`config.mk`:
```
export PLATFORM = sky130hd
export DESIGN_NAME = amo_uop_expander
export DESIGN_NICKNAME = d
export VERILOG_FILES = /design/src/rtl/amo_uop_expander.sv
export SDC_FILE = /design/constraint.sdc
export NUM_CORES = 1
export LEC_CHECK = 0
export BUFFER_PORTS_ARGS = -buffer_cell sky130_fd_sc_hd__buf_2
export CAP_MARGIN = 40
export CORE_AREA = 2 2 87 89
export DETAILED_ROUTE_END_ITERATION = 8
export DIE_AREA = 0 0 89 91
export HOLD_SLACK_MARGIN = 0.12
export PLACE_DENSITY = 0.83
export SYNTH_ARGS = -nofsm -noshare
export SYNTH_HDL_FRONTEND = slang
export SYNTH_SLANG_ARGS = --single-unit
```
`constraint.sdc`:
```
create_clock -name clk -period 4.25 [get_ports clk]
set_input_delay 0.85 -clock clk [delete_from_list [all_inputs] [get_ports clk]]
set_output_delay 0.85 -clock clk [all_outputs]
set_load 0.1 [all_outputs]
```
`src/rtl/amo_uop_expander.sv`:
```
module amo_uop_expander #(
  parameter int OP_W   = 5,
  parameter int REG_W  = 5,
  parameter int DATA_W = 64,
  parameter int MASK_W = 4
) (
  input  logic              clk,
  input  logic              rst_n,
  input  logic              in_valid,
  output logic              in_ready,
  input  logic              in_is_atomic,
  input  logic              in_aq,
  input  logic              in_rl,
  input  logic [OP_W-1:0]   in_op,
  input  logic [REG_W-1:0]  in_addr_reg,
  input  logic [DATA_W-1:0] in_data,
  output logic              out_valid,
  input  logic              out_ready,
  output logic              out_kind,
  output logic [OP_W-1:0]   out_op,
  output logic [REG_W-1:0]  out_addr_reg,
  output logic [DATA_W-1:0] out_data,
  output logic [MASK_W-1:0] out_fence_mask,
  output logic              out_last
);

  typedef enum logic [1:0] {PH_PRE, PH_MEM, PH_POST} phase_t;

  phase_t              phase;
  logic                busy;
  logic                need_post;
  logic [OP_W-1:0]     op_q;
  logic [REG_W-1:0]    reg_q;
  logic [DATA_W-1:0]   data_q;

  logic is_mem, in_fire, out_fire;

  assign is_mem    = (phase == PH_MEM);
  assign out_valid = busy;
  assign out_last  = busy && ((phase == PH_POST) || (is_mem && !need_post));
  assign in_ready  = !busy || (out_ready && out_last);
  assign in_fire   = in_valid && in_ready;
  assign out_fire  = out_valid && out_ready;

  assign out_kind       = !is_mem;
  assign out_op         = is_mem ? op_q   : '0;
  assign out_addr_reg   = is_mem ? reg_q  : '0;
  assign out_data       = is_mem ? data_q : '0;
  assign out_fence_mask = is_mem ? '0     : '1;

  always_ff @(posedge clk) begin
    if (!rst_n) begin
      busy      <= 1'b0;
      phase     <= PH_MEM;
      need_post <= 1'b0;
      op_q      <= '0;
      reg_q     <= '0;
      data_q    <= '0;
    end else if (in_fire) begin
      busy      <= 1'b1;
      phase     <= (in_is_atomic && in_rl) ? PH_PRE : PH_MEM;
      need_post <= in_is_atomic && in_aq;
      op_q      <= in_op;
      reg_q     <= in_addr_reg;
      data_q    <= in_data;
    end else if (out_fire) begin
      if (out_last)             busy  <= 1'b0;
      else if (phase == PH_PRE) phase <= PH_MEM;
      else                      phase <= PH_POST;
    end
  end

  p_ready_hold_r8: assert property (@(posedge clk) disable iff (!rst_n)
    out_valid && !(out_ready && out_last) |-> !in_ready);

  p_stall_stable_r9: assert property (@(posedge clk) disable iff (!rst_n)
    out_valid && !out_ready |=> out_valid && $stable(out_kind) && $stable(out_op)
      && $stable(out_addr_reg) && $stable(out_data) && $stable(out_last));

  p_pre_fence_r4: assert property (@(posedge clk) disable iff (!rst_n)
    out_fire && out_kind && !out_last |=> out_valid && !out_kind);

  p_post_fence_r3: assert property (@(posedge clk) disable iff (!rst_n)
    out_fire && !out_kind && !out_last |=> out_valid && out_kind && out_last);

  p_fence_mask_r10: assert property (@(posedge clk) disable iff (!rst_n)
    out_valid |-> (out_kind ? (out_fence_mask == '1 && out_data == '0)
                            : (out_fence_mask == '0)));

  p_plain_r7: assert property (@(posedge clk) disable iff (!rst_n)
    in_valid && in_ready && !in_is_atomic |=> out_valid && !out_kind && out_last);

  p_accept_r11: assert property (@(posedge clk) disable iff (!rst_n)
    in_valid && in_ready |=> out_valid);

endmodule

```
After elaboration in Yosys (flattened, before gate mapping)
Index checks and enable logic that the tools add are counted.
{"block": "op_classes", "shifts": 0, "n_reduce_logical": 17, "addsub": 0, "bitwise_logic": 0, "n_div": 0, "magnitude_cmp": 0, "n_mul": 0, "n_mux": 12, "n_eq_ne": 3}
{"operator": "two-way mux 64 bit", "n": 1}
{"operator": "two-way mux 5 bit", "n": 2}
{"operator": "two-way mux 2 bit", "n": 4}
{"operator": "logical AND 1 bit", "n": 7}
{"operator": "two-way mux 1 bit", "n": 4}
{"operator": "two-way mux 4 bit", "n": 1}
{"operator": "AND reduction 2 bit", "n": 2}
{"operator": "nonzero test 2 bit", "n": 2}
{"operator": "logical NOT 1 bit", "n": 3}
{"operator": "equality test 2 x 1 -> 1 bit, second input constant", "n": 1}
{"operator": "equality test 2 bit, second input constant", "n": 1}
{"operator": "logical NOT 2 bit", "n": 1}
{"operator": "logical OR 1 bit", "n": 2}
{"operator": "inequality test 2 x 1 -> 1 bit, second input constant", "n": 1}
{"block": "totals", "word_cells": 38, "ram_bits": 0, "latchBits": 0, "rom_bits": 0, "mem_count": 0, "ff_bits": 78, "output_inout_bits": 82, "inputBits": 81}

Logic depth before layout (Yosys ltp)
Gate-level depths: netlist of the first run.
{"block": "depth", "word_depth": 9, "mapped_depth": 6, "ltp_nobuf": 4}

Worst setup path after synthesis of the first run
No wires, ideal clock.
{"block": "synth_path", "path_kind": "register -> output", "from": "register busy, in the netlist out_valid", "to": "output port out_last", "stages_incl_launch_ff": 3, "n_path_buf": 0, "setup_slack_ps": 944, "required_ps": 3400, "t_arrival_ps": 2456, "cell_sequence": "dfxtp_1 -> inv_2 -> nor2_1"}
{"block": "synth_between", "elab_chain_len": 1}
{"element": "start: declaration", "line_no": "30", "source": "logic busy;"}
{"element": "start signal: assignment", "line_no": "53", "source": "busy <= 1'b0;"}
{"element": "start signal: assignment", "line_no": "60", "source": "busy <= 1'b1;"}
{"element": "start signal: assignment", "line_no": "67", "source": "if (out_last) busy <= 1'b0;"}
{"element": "logical AND 1 bit", "line_no": "40", "source": "assign out_last = busy && ((phase == PH_POST) || (is_mem && !need_post));"}
{"element": "end: declaration", "line_no": "24", "source": "output logic out_last"}
Every way passes these cells.

Final worst setup path of the first run
{"block": "layout_path", "from": "register phase[0]", "to": "output port out_data[25]"}
{"block": "layout_between", "elab_chain_len": 2}
{"element": "start: declaration", "line_no": "29", "source": "phase_t phase;"}
{"element": "start signal: assignment", "line_no": "61", "source": "phase <= (in_is_atomic && in_rl) ? PH_PRE : PH_MEM;"}
{"element": "equality test 2 x 1 -> 1 bit", "line_no": "38", "source": "assign is_mem = (phase == PH_MEM);"}
{"element": "two-way mux 64 bit", "line_no": "48", "source": "assign out_data = is_mem ? data_q : '0;"}
{"element": "end: declaration", "line_no": "22", "source": "output logic [DATA_W-1:0] out_data,"}
Every way passes these cells.

==> results of run 1 <==
==> per-stage QoR <==
stage	instance area [um^2]	utilization	worst slack [ns]
finish	4590	0.643	1.08
detailed placement	4360	0.611	1.40
CTS	4590	0.643	1.02
floorplan	3520	-	0.944
global placement	4300	0.603	1.43
global route	4590	0.643	0.836
==> worst max-delay path by stage <==
| stage | start | to | slack, ns |
|---|---|---|---|
| after floorplan | out_valid | out_last | 0.94 |
| after global placement | phase[0] | out_data[10] | 1.43 |
| after detailed placement | phase[0] | out_data[25] | 1.40 |
| after CTS | phase[0] | out_data[25] | 1.02 |
| after global routing | phase[0] | out_data[10] | 0.84 |
| final | phase[0] | out_data[25] | 1.08 |
==> critical path, cell delays in order, from the launching register on <==
cell	delay [ns]
dfxtp_1	0.42
nor2b_4	0.53
buf_4	0.40
and2_1	0.18
buf_2	0.42
==> placed cells by master, fill, tap and decap left out, types with 3 or more instances in the layout <==
cell type,Yosys,final
nand2_1,151,151
o21ai_0,3,3
clkbuf_8,0,12
buf_4,14,3
and2_1,74,74
buf_2,4,162
inv_1,3,3
dfxtp_1,78,78
a21boi_1,75,75
==> cells in the mapped netlist <==
cell type	number
nor2_1	2
buf_2	4
o21ai_0	3
a21boi_0	1
o21a_1	1
dfxtp_1	78
nand3_1	1
and2_1	74
buf_4	14
clkbuf_1	18
and3_1	1
o211ai_1	1
o22ai_1	1
a21boi_1	75
nor3b_2	1
inv_2	1
a21oi_1	2
nand2_1	151
inv_1	3
and3b_1	1
o311a_1	1
nand2b_1	2
a31oi_1	1
nor2b_1	3
o311ai_2	1
==> logic make-up (layout without fill, tap and decap cells) <==
kind of cell,count (synthesis),after routing,synth area share
compound gates,87,87,0.185
flops,78,78,0.444
simple gates,236,236,0.313
buf+inv,40,187,0.0590
==> registers in the layout, summed over array words and instances (netlist names) <==
register   count
data_q        64
out_valid      1
reg_q          5
need_post      1
op_q           5
phase          2
==> routing by layer <==
| metal | up-vias | part of all wire | wire length [um] |
|---|---|---|---|
| met5 | - | 0 | 0 |
| met2 | 122 | 0.49 | 4110 |
| li1 | 1674 | - | - |
| met3 | 18 | 0.075 | 620 |
| met4 | 0 | 0.019 | 160 |
| met1 | 1520 | 0.41 | 3430 |
==> power breakdown <==
group,internal (mW),total (mW),switching [mW],leakage (nW)
clock network,0.378,0.625,0.247,0.120
registers,0.780,0.804,0.0242,0.641
logic,0.142,0.690,0.548,1.49
==> area by class of cell <==
| type | instances | area (um^2) |
|---|---|---|
| fill | 683 | 2540 |
| clock buffer | 13 | 169 |
| timing repair buffer | 167 | 888 |
| tap | 99 | 124 |
| inverter | 4 | 15.0 |
| multi-input combinational | 323 | 1770 |
| clock inverter | 3 | 65.1 |
| sequential | 78 | 1560 |
==> impl_results.md, run 1 <==
- Outcome: finished clean
- Core Area: 7140 um^2
- Clock Root Buffer: clkbuf_8
- Critical Path Source Type: flip-flop
- Row count: 31
- Setup Viol. Count Final: 0
- Worst R2R End: data_q[45]
- Post-CTS setup buffer count: 0
- # placed instances: 671
- Fin Setup TNS: 0 ns
- Syn Inst Count: 441
- Launch point of the worst reg-to-reg path: phase[1]
- Vias per inst: 4.85
- Worst EP required: 3.40 ns
- Diodes inserted: 0
- Synthesized area: 3520 um^2
- Post-CTS resize count: 0
- Total Routing Usage GR: 0.207
- Crit path kind: reg2out
- CTS sink count: 78
- Routed Antenna Nets: 0
- CTS H-tree lvls: 3
- WP data arrival: 2.32 ns
- Hold Path Stages: 2
- Iteration-0 DRC count of the detailed router: 83
- Overflow left after global routing: 0
- Max Clock Freq: 315 MHz
- Hold path start: op_q[4]
- Area leader, netlist: dfxtp_1
- DR WL/cell: 12.1 um
- GR Util met1: 0.227
- GPL Wtd Cong: 0.772
- Final nets: 664
- LEAKAGE: 2.25 nW
- Fin Clk Skew: 0.00824 ns
- Die Wd: 89 um
- Synth area leaders: dfxtp_1 (44%), nand2_1 (16%), a21boi_1 (16%)
- Via count: 3,334
- Worst-Skew Late Latency: 0.33 ns
- Crit path max fanout: 42
- Final hold slack: 0.448 ns
- Final cell count without fillers: 687
- Sequential-to-total area share from yosys stat: 0.444
- Synth unique cells: 25
- Antenna violations before repair: 0
- Unrepaired setup endpoints after global routing: false
- DRC Markers: 0
- CTS tree: done
- Average size of a mapped cell: 7.98 um^2
- Final hold vios: 0
- Yosys top cell area share: 0.444
- YS warnings: 0
- Largest net degree at the start of global routing: 47
- Pwr/cell area: 461 nW/um^2
- # hold bufs at CTS: 0
- Tmin final: 3.17 ns
- Met3 Use GR: 0.0527
- Clock-pin transition on the worst setup and hold timing paths: 0.07 ns
- CTS Buf Count: 9
- Worst slew pin tran: 0.698 ns
- Setup crit end kind: primary output
- Syn nets: 522
- I/O pins: 163
- Clock Path Buffers: 2
- Vias in the first global route: 3,207
- Layout cells sized above 1: 0.318
- Post-detail-place hpwl: 6030 um
- Worst VDD drop: 0.311 mV
- Worst rel slew slack: 0.535
- Seq cells post-synth: 78
- Port bufs: 162
- Top Usage Layer GRT: met2
- Met2 Use GR: 0.376
- Area grow syn2layout: 30.5%
- Final WL: 8320 um
- R2R Setup Slk: 1.83 ns
- Starting density of the core: 0.493
- Drt first pass iters: 4
- Final Power: 2.12 mW
- Worst Reg-to-Reg Cells: 5
- HP Class: reg2reg
- Max Cap Violations: 0
- Hold Path End: op_q[4]
- Die Height: 91 um
- Final clock period utilization by the worst path: 0.746
- First-pass GRT wire length: 13,500 um
- Slew Viols, Final: 0
- Die ar.: 8100 um^2
No activity file was read; power rests on OpenSTA's default activity.
==> inputs of run 2 (changes only) <==
==> config.mk (replaced) <==
export PLATFORM = sky130hd
export DESIGN_NAME = amo_uop_expander
export DESIGN_NICKNAME = d
export VERILOG_FILES = /design/src/rtl/amo_uop_expander.sv
export SDC_FILE = /design/constraint.sdc
export NUM_CORES = 1
export LEC_CHECK = 0
export ABC_AREA = 1
export BUFFER_PORTS_ARGS = -buffer_cell sky130_fd_sc_hd__buf_2
export CAP_MARGIN = 40
export CORE_AREA = 2 2 96 98
export DETAILED_ROUTE_END_ITERATION = 8
export DIE_AREA = 0 0 98 100
export HOLD_SLACK_MARGIN = 0.12
export PLACE_DENSITY = 0.73
export SYNTH_ARGS = -nofsm -noshare
export SYNTH_HDL_FRONTEND = slang
export SYNTH_SLANG_ARGS = --single-unit
==> constraint.sdc (replaced) <==
create_clock -name clk -period 2.75 [get_ports clk]
set_input_delay 0.55 -clock clk [delete_from_list [all_inputs] [get_ports clk]]
set_output_delay 0.55 -clock clk [all_outputs]
set_load 0.1 [all_outputs]
==> run 2 against run 1 <==
- register-to-register slack got worse by 0.83 ns
- worst setup slack got worse by 0.66 ns
- global-route usage fell by 3.5 points
- first-iteration DRC count rose by 40%
- via count rose by 11%
- largest power group is now combinational cells
==> impl_results.md, run 2 <==
- Crit path kind: reg2out
- Vias in the first global route: 3,346 (+4.3%)
- # hold bufs at CTS: 0 (unchanged)
- Worst path top cell family by delay: buffers and inverters
- Tmin final: 2.33 ns
- Diodes inserted: 0 (unchanged)
- Crit-path slowest cell: buf_2
- WP data arrival: 1.78 ns (-0.54 ns)
- Worst Reg-to-Reg Cells: 7 (+2)
- Drt first pass iters: 7 (+3)
- Worst EP required: 2.20 ns (-1.20 ns)
- Die Wd: 98 um (+10%)
- Final worst slack: 0.420 ns (-0.658 ns)
- Pwr/cell area: 826 nW/um^2 (+79%)
- Hold path start: in_data[12]
- Critical Path Source Type: flip-flop
- Most frequent cell after synthesis: nor2_1
- Worst slew pin tran: 0.492 ns (-0.206 ns)
- Final nets: 820 (+23%)
- Design Area, Final: 4650 um^2 (+1.3%)
- Post-place setup slack: 0.623 ns (-0.773 ns)
- CP Buf/Inv Count: 3 (+1)
- Async S/R FF share, synth: 0 (unchanged)
- Area leader, netlist: dfxtp_1
- Synth unique cells: 18 (-28%)
- Max reg flops: 64 (unchanged)
- Via count: 3,690 (+11%)
- Largest net degree at the start of global routing: 62 (+32%)
- CTS H-tree lvls: 3 (unchanged)
- Worst VDD drop: 0.398 mV (+28%)
- Fill cell count: 885 (+30%)
- Sequential-to-total area share from yosys stat: 0.433 (-0.0108)
- Worst-Skew Late Latency: 0.33 ns (about the same)
- Routed Antenna Nets: 0 (unchanged)
- Post-synth top cells: nor2_1 (226), nand2_1 (159), inv_1 (83)
- Number of synthesized flops with an enable pin: 0 (unchanged)
- Most common cell after layout, fill and taps aside: nor2_1
- Hold Path Stages: 3 (+1)
- Starting density of the core: 0.406 (-0.0874)
- Seq cells post-synth: 78 (unchanged)
- Worst rel slew slack: 0.672 (+0.137)
- Hold Path End: data_q[12]
- Synth area leaders: dfxtp_1 (43%), nor2_1 (24%), nand2_1 (17%)
- Area grow syn2layout: 29.0%
- Clock Path Buffers: 2 (unchanged)
- CTS tree: done
- LEAKAGE: 2.79 nW (+24%)
- Fin Clk Skew: 0.00601 ns (-0.00223 ns)
- Final cell count without fillers: 853 (+24%)
- Port bufs: 162 (unchanged)
- Setup crit end kind: primary output
- Layout cells sized above 1: 0.252 (-0.0660)
- Final hold vios: 0 (unchanged)
- Iteration-0 DRC count of the detailed router: 116 (+40%)
- GPL Wtd Cong: 0.843 (+9.2%)
- Clock-pin transition on the worst setup and hold timing paths: 0.07 ns (about the same)
- Max Clock Freq: 429 MHz
- Synthesized area: 3610 um^2 (+2.5%)
- Final clock period utilization by the worst path: 0.847
- Syn Inst Count: 598 (+36%)
- Setup Viol. Count Final: 0 (unchanged)
- # placed instances: 839 (+25%)
- Post-detail-place hpwl: 5920 um (-1.8%)
- Antenna violations before repair: 0 (unchanged)
- Crit path max fanout: 48 (+14%)
- Yosys top cell area share: 0.433 (-0.0108)
- Worst R2R End: data_q[11]
- Post-CTS resize count: 0 (unchanged)
- Biggest cell delay along the critical path: 0.52 ns (about the same)
- Primary flip-flop cell chosen by synthesis mapping: dfxtp_1
- Syn nets: 679 (+30%)
- CTS Buf Count: 9 (unchanged)
- DRC Markers: 0 (unchanged)
- Largest regs: data_q x64, op_q x5, reg_q x5
- Outcome: finished clean
- DR WL/cell: 9.90 um (-18%)
- I/O pins: 163 (unchanged)
- YS warnings: 0 (unchanged)
- Die ar.: 9800 um^2 (+21%)
- HP Class: in2reg
- Overflow left after global routing: 0 (unchanged)
- Largest Register: data_q
- First-pass GRT wire length: 14,100 um (+4.0%)
- Total Routing Usage GR: 0.173 (-0.0346)
- Fin Setup TNS: 0 ns (unchanged)
- Slew Viols, Final: 0 (unchanged)
- Vias per inst: 4.33 (-11%)
- Commonest cells after routing, fill and taps aside: nor2_1 (226), buf_2 (162), nand2_1 (158)
- R2R Setup Slk: 1.00 ns (-0.83 ns)
- Post-CTS setup buffer count: 0 (unchanged)
- Max Cap Violations: 0 (unchanged)
- Launch point of the worst reg-to-reg path: out_valid
- Unrepaired setup endpoints after global routing: false
- CTS sink count: 78 (unchanged)
- Average size of a mapped cell: 6.03 um^2 (-24%)
- Clock Root Buffer: clkbuf_8
- Die Height: 100 um (+9.9%)
- Row count: 35 (+13%)
- Dpl cell area: 4440 um^2 (+1.9%)
- Crit path cell chain: inv_2 -> nand2_2 -> buf_4 -> buf_2
- Final WL: 8440 um (+1.5%)
- Core Area: 8890 um^2 (+25%)
run 2: cell count changes in the layout (fill, tap and decap cells not counted), moves of 2 or more:
cell      change
nor2_1      +224
inv_1        +80
a21boi_1     -75
and2_1       -74
nand2_1       +7
buf_12        +3
buf_16        -2
clkbuf_8      -2
nand2b_1      -2
nor2b_1       -2
run 2: cell type report:
| type | count | area [um^2] | share of cell area |
|---|---|---|---|
| clock buffers | 10 | 138 | 0.0296 |
| flip-flops and latches | 78 | 1560 | 0.336 |
| inverters | 85 | 319 | 0.0686 |
| well taps | 111 | 139 | 0.0299 |
| multi-input cells | 397 | 1530 | 0.329 |
| clock inverters | 4 | 72.6 | 0.0156 |
| repair buffers | 168 | 893 | 0.192 |
run 2: cell families after synthesis:
kind of cell,after synthesis,share of synthesized area
AOI/OAI and AO/OA,5,0.00694
buffers and inverters,123,0.147
DFF,78,0.433
and+or+nand+nor,392,0.413
run 2: stage by stage:
step / hold slack [ns] / power (mW) / util
2_1_floorplan: 0.472 / 2.71 / -
3_3_place_gp: 0.504 / 2.94 / 0.500
3_5_place_dp: 0.507 / 2.96 / 0.500
4_1_cts: 0.408 / 3.89 / 0.523
5_1_grt: 0.417 / 4.05 / 0.523
6_report: 0.428 / 3.84 / 0.523
run 2: where the power goes:
group / internal [mW] / total [mW] / switching, mW / leakage [nW]
Clock: 0.524 / 0.911 / 0.387 / 0.104
Sequential: 1.24 / 1.28 / 0.0310 / 0.647
Combinational: 0.285 / 1.65 / 1.37 / 2.04
run 2: worst reg2reg max path: stages, from the launching register on:
cell	delay [ns]
dfxtp_1	0.36
inv_2	0.06
or2_0	0.32
nand3_4	0.36
buf_12	0.30
nand2_1	0.14
nand2_1	0.07
nor2_1	0.04
run 2: per-layer routing:
metal,track usage,vias up,part of all wire
met1,0.200,1602,0.45
met3,0.0522,7,0.076
met2,0.300,113,0.46
met4,0.0673,0,0.0083
met5,0,-,0
li1,-,1968,-
run 2: how the worst max path moves through the flow:
| stage | slack [ns] | startpoint | depth (start not counted) | endpoint |
|---|---|---|---|---|
| floorplan | -0.10 | phase[1] | 4 | out_data[49] |
| global placement | 0.68 | out_ready | 5 | in_ready |
| detailed placement | 0.62 | out_ready | 5 | in_ready |
| CTS | 0.39 | phase[1] | 4 | out_kind |
| global route | 0.31 | phase[1] | 4 | out_kind |
| finish | 0.42 | phase[1] | 4 | out_kind |
==> inputs of run 3 (changes only) <==
==> config.mk (replaced) <==
export PLATFORM = sky130hd
export DESIGN_NAME = amo_uop_expander
export DESIGN_NICKNAME = d
export VERILOG_FILES = /design/src/rtl/amo_uop_expander.sv
export SDC_FILE = /design/constraint.sdc
export NUM_CORES = 1
export LEC_CHECK = 0
export ABC_AREA = 0
export BUFFER_PORTS_ARGS = -buffer_cell sky130_fd_sc_hd__buf_2
export CAP_MARGIN = 40
export CORE_AREA = 2 2 95 97
export DETAILED_ROUTE_END_ITERATION = 8
export DIE_AREA = 0 0 97 99
export HOLD_SLACK_MARGIN = 0.12
export PLACE_DENSITY = 0.74
export SYNTH_ARGS = -nofsm -noshare
export SYNTH_HDL_FRONTEND = slang
export SYNTH_SLANG_ARGS = --single-unit
==> constraint.sdc (replaced) <==
create_clock -name clk -period 2.1 [get_ports clk]
set_input_delay 0.42 -clock clk [delete_from_list [all_inputs] [get_ports clk]]
set_output_delay 0.42 -clock clk [all_outputs]
set_load 0.1 [all_outputs]
==> run 3 against run 2 <==
- critical path depth unchanged
- worst setup slack worse by 0.39 ns
- core utilization up 16 points
- sequential cell count unchanged
- register-to-register slack worse by 0.66 ns
- total power up 23%
==> impl_results.md, run 3 (synthesis gave the netlist of run 1 again) <==
- Outcome: finished clean
- Fin Setup TNS: 0 ns (unchanged)
- Max Cap Violations: 0 (unchanged)
- Max reg flops: 64 (unchanged)
- Dpl cell area: 5630 um^2 (+27%)
- Design Area, Final: 5870 um^2 (+26%)
- Biggest cell delay along the critical path: 0.51 ns (about the same)
- Worst Reg-to-Reg Cells: 5 (-2)
- Final nets: 666 (-19%)
- Worst EP required: 1.68 ns (-0.52 ns)
- LEAKAGE: 2.53 nW (-9.2%)
- CTS H-tree lvls: 3 (unchanged)
- Fill cell count: 674 (-24%)
- Total Routing Usage GR: 0.196 (+0.0235)
- Worst VDD drop: 0.370 mV (-7.2%)
- HP Class: in2reg
- Row count: 34 (-2.9%)
- Crit path cell chain: nor2b_4 -> buf_12 -> clkinvlp_4 -> buf_2
- WP data arrival: 1.65 ns (-0.13 ns)
- Post-place setup slack: 0.339 ns (-0.284 ns)
- R2R Setup Slk: 0.34 ns (-0.66 ns)
- Unrepaired setup endpoints after global routing: true
- I/O pins: 163 (unchanged)
- Via count: 3,348 (-9.3%)
- Fin Clk Skew: 0.00749 ns (+0.00148 ns)
- Drt first pass iters: 4 (-3)
- Hold Path End: data_q[14]
- Worst slew pin tran: 0.485 ns (-0.00649 ns)
- Hold path start: in_data[14]
- Routed Antenna Nets: 0 (unchanged)
- Critical Path Source Type: flip-flop
- Hold Path Stages: 3 (unchanged)
- Final WL: 9190 um (+8.8%)
- Layout cells sized above 1: 0.417 (+0.165)
- First-pass GRT wire length: 15,300 um (+8.7%)
- Vias in the first global route: 3,267 (-2.4%)
- Pwr/cell area: 802 nW/um^2 (-2.9%)
- DR WL/cell: 13.2 um (+33%)
- Vias per inst: 4.80 (+11%)
- Core Util, Final: 0.687 (+0.164)
- Worst rel slew slack: 0.679 (+0.00655)
- Diodes inserted: 0 (unchanged)
- Slew Viols, Final: 0 (unchanged)
- Most common cell after layout, fill and taps aside: nand2_1
- Antenna violations before repair: 0 (unchanged)
- Setup crit end kind: primary output
- DRC Markers: 0 (unchanged)
- Core Area: 8550 um^2 (-3.8%)
- CTS tree: done
- Overflow left after global routing: 0 (unchanged)
- Post-CTS setup buffer count: 0 (unchanged)
- Largest net degree at the start of global routing: 79 (+27%)
- Final worst slack: 0.0272 ns (-0.392 ns)
- Clock Path Buffers: 2 (unchanged)
- Die Wd: 97 um (-1.0%)
- Crit-path slowest cell: dfxtp_1
- Clock Root Buffer: clkbuf_8
- Worst-Skew Late Latency: 0.34 ns (about the same)
- Tmin final: 2.07 ns
- Commonest cells after routing, fill and taps aside: nand2_1 (150), buf_2 (84), buf_12 (81)
- Worst R2R End: data_q[17]
- Post-detail-place hpwl: 6680 um (+13%)
- Clock-pin transition on the worst setup and hold timing paths: 0.08 ns (about the same)
- GPL Wtd Cong: 0.815 (-3.3%)
- CTS sink count: 78 (unchanged)
- Launch point of the worst reg-to-reg path: phase[1]
- Final Power: 4.71 mW (+23%)
- Port bufs: 162 (unchanged)
- Crit path max fanout: 41 (-15%)
- Iteration-0 DRC count of the detailed router: 155 (+34%)
- # hold bufs at CTS: 0 (unchanged)
- Die Height: 99 um (-1.0%)
- Starting density of the core: 0.412 (+0.00585)
- Setup Viol. Count Final: 0 (unchanged)
- Largest regs: data_q x64, op_q x5, reg_q x5
- Final clock period utilization by the worst path: 0.987
- Largest Register: data_q
- Die ar.: 9600 um^2 (-2.0%)
- Final hold vios: 0 (unchanged)
- CTS Buf Count: 9 (unchanged)
- Max Clock Freq: 482 MHz
- Area grow syn2layout: 66.9%
- Crit path kind: reg2out
run 3: cell count changes in the layout (fill, tap and decap cells not counted), moves of 8 or more:
cell and change:
and2_2 +50, buf_12 +78, nor2_1 -225, a21boi_1 +75, nand2_1 -8, inv_1 -81, and2_1 +24, buf_2 -78
run 3: power by group:
| part | internal (mW) | switching [mW] | total [mW] |
|---|---|---|---|
| Sequential | 1.58 | 0.0501 | 1.63 |
| Combinational | 0.626 | 1.18 | 1.81 |
| Clock | 0.734 | 0.538 | 1.27 |
run 3: worst max-delay path by stage:
| stage | slack [ns] | end | start | depth (start not counted) |
|---|---|---|---|---|
| after floorplan | 0.01 | out_fence_mask[1] | phase[0] | 4 |
| after global placement | 0.43 | in_ready | phase[1] | 4 |
| after detailed placement | 0.34 | reg_q[1] | phase[1] | 5 |
| after CTS | -0.02 | in_ready | phase[1] | 4 |
| after global routing | -0.07 | in_ready | phase[1] | 4 |
| final | 0.03 | out_fence_mask[0] | phase[1] | 4 |
run 3: repair_timing:
| item | CTS | global route |
|---|---|---|
| resized for setup | 1 | 5 |
| endpoints found under the setup margin | 6 | 81 |
| cloned | 0 | 0 |
| pin swaps | 0 | 0 |
run 3: worst max-delay path: cells and delay by family (launching register included):
family	cells	cell delay, ns
and+or+nand+nor	1	0.10
buffers and inverters	3	0.70
DFF	1	0.51
run 3: routing by layer:
| metal | routed length (um) | GRT usage | vias to the layer above |
|---|---|---|---|
| met3 | 636 | 0.0589 | 9 |
| li1 | - | - | 1677 |
| met5 | 0 | 0 | - |
| met4 | 120 | 0.0748 | 0 |
| met1 | 3810 | 0.229 | 1547 |
| met2 | 4630 | 0.340 | 115 |
run 3: area by class of cell:
cell class | count | area, um^2 | area share
Tap cell | 108 | 135 | 0.0230
Clock inverter | 5 | 81.3 | 0.0138
Sequential cell | 78 | 1560 | 0.266
Clock buffer | 11 | 151 | 0.0258
Inverter | 4 | 18.8 | 0.00320
Multi-Input combinational cell | 323 | 1850 | 0.315
Timing Repair Buffer | 169 | 2070 | 0.353
run 3: stage by stage:
| step | hold WS, ns | std cells |
|---|---|---|
| 2_1_floorplan | 0.430 | 441 |
| 6_report | 0.300 | 698 |
| 5_1_grt | 0.287 | 698 |
| 3_3_place_gp | 0.436 | 682 |
| 3_5_place_dp | 0.441 | 682 |
| 4_1_cts | 0.284 | 698 |
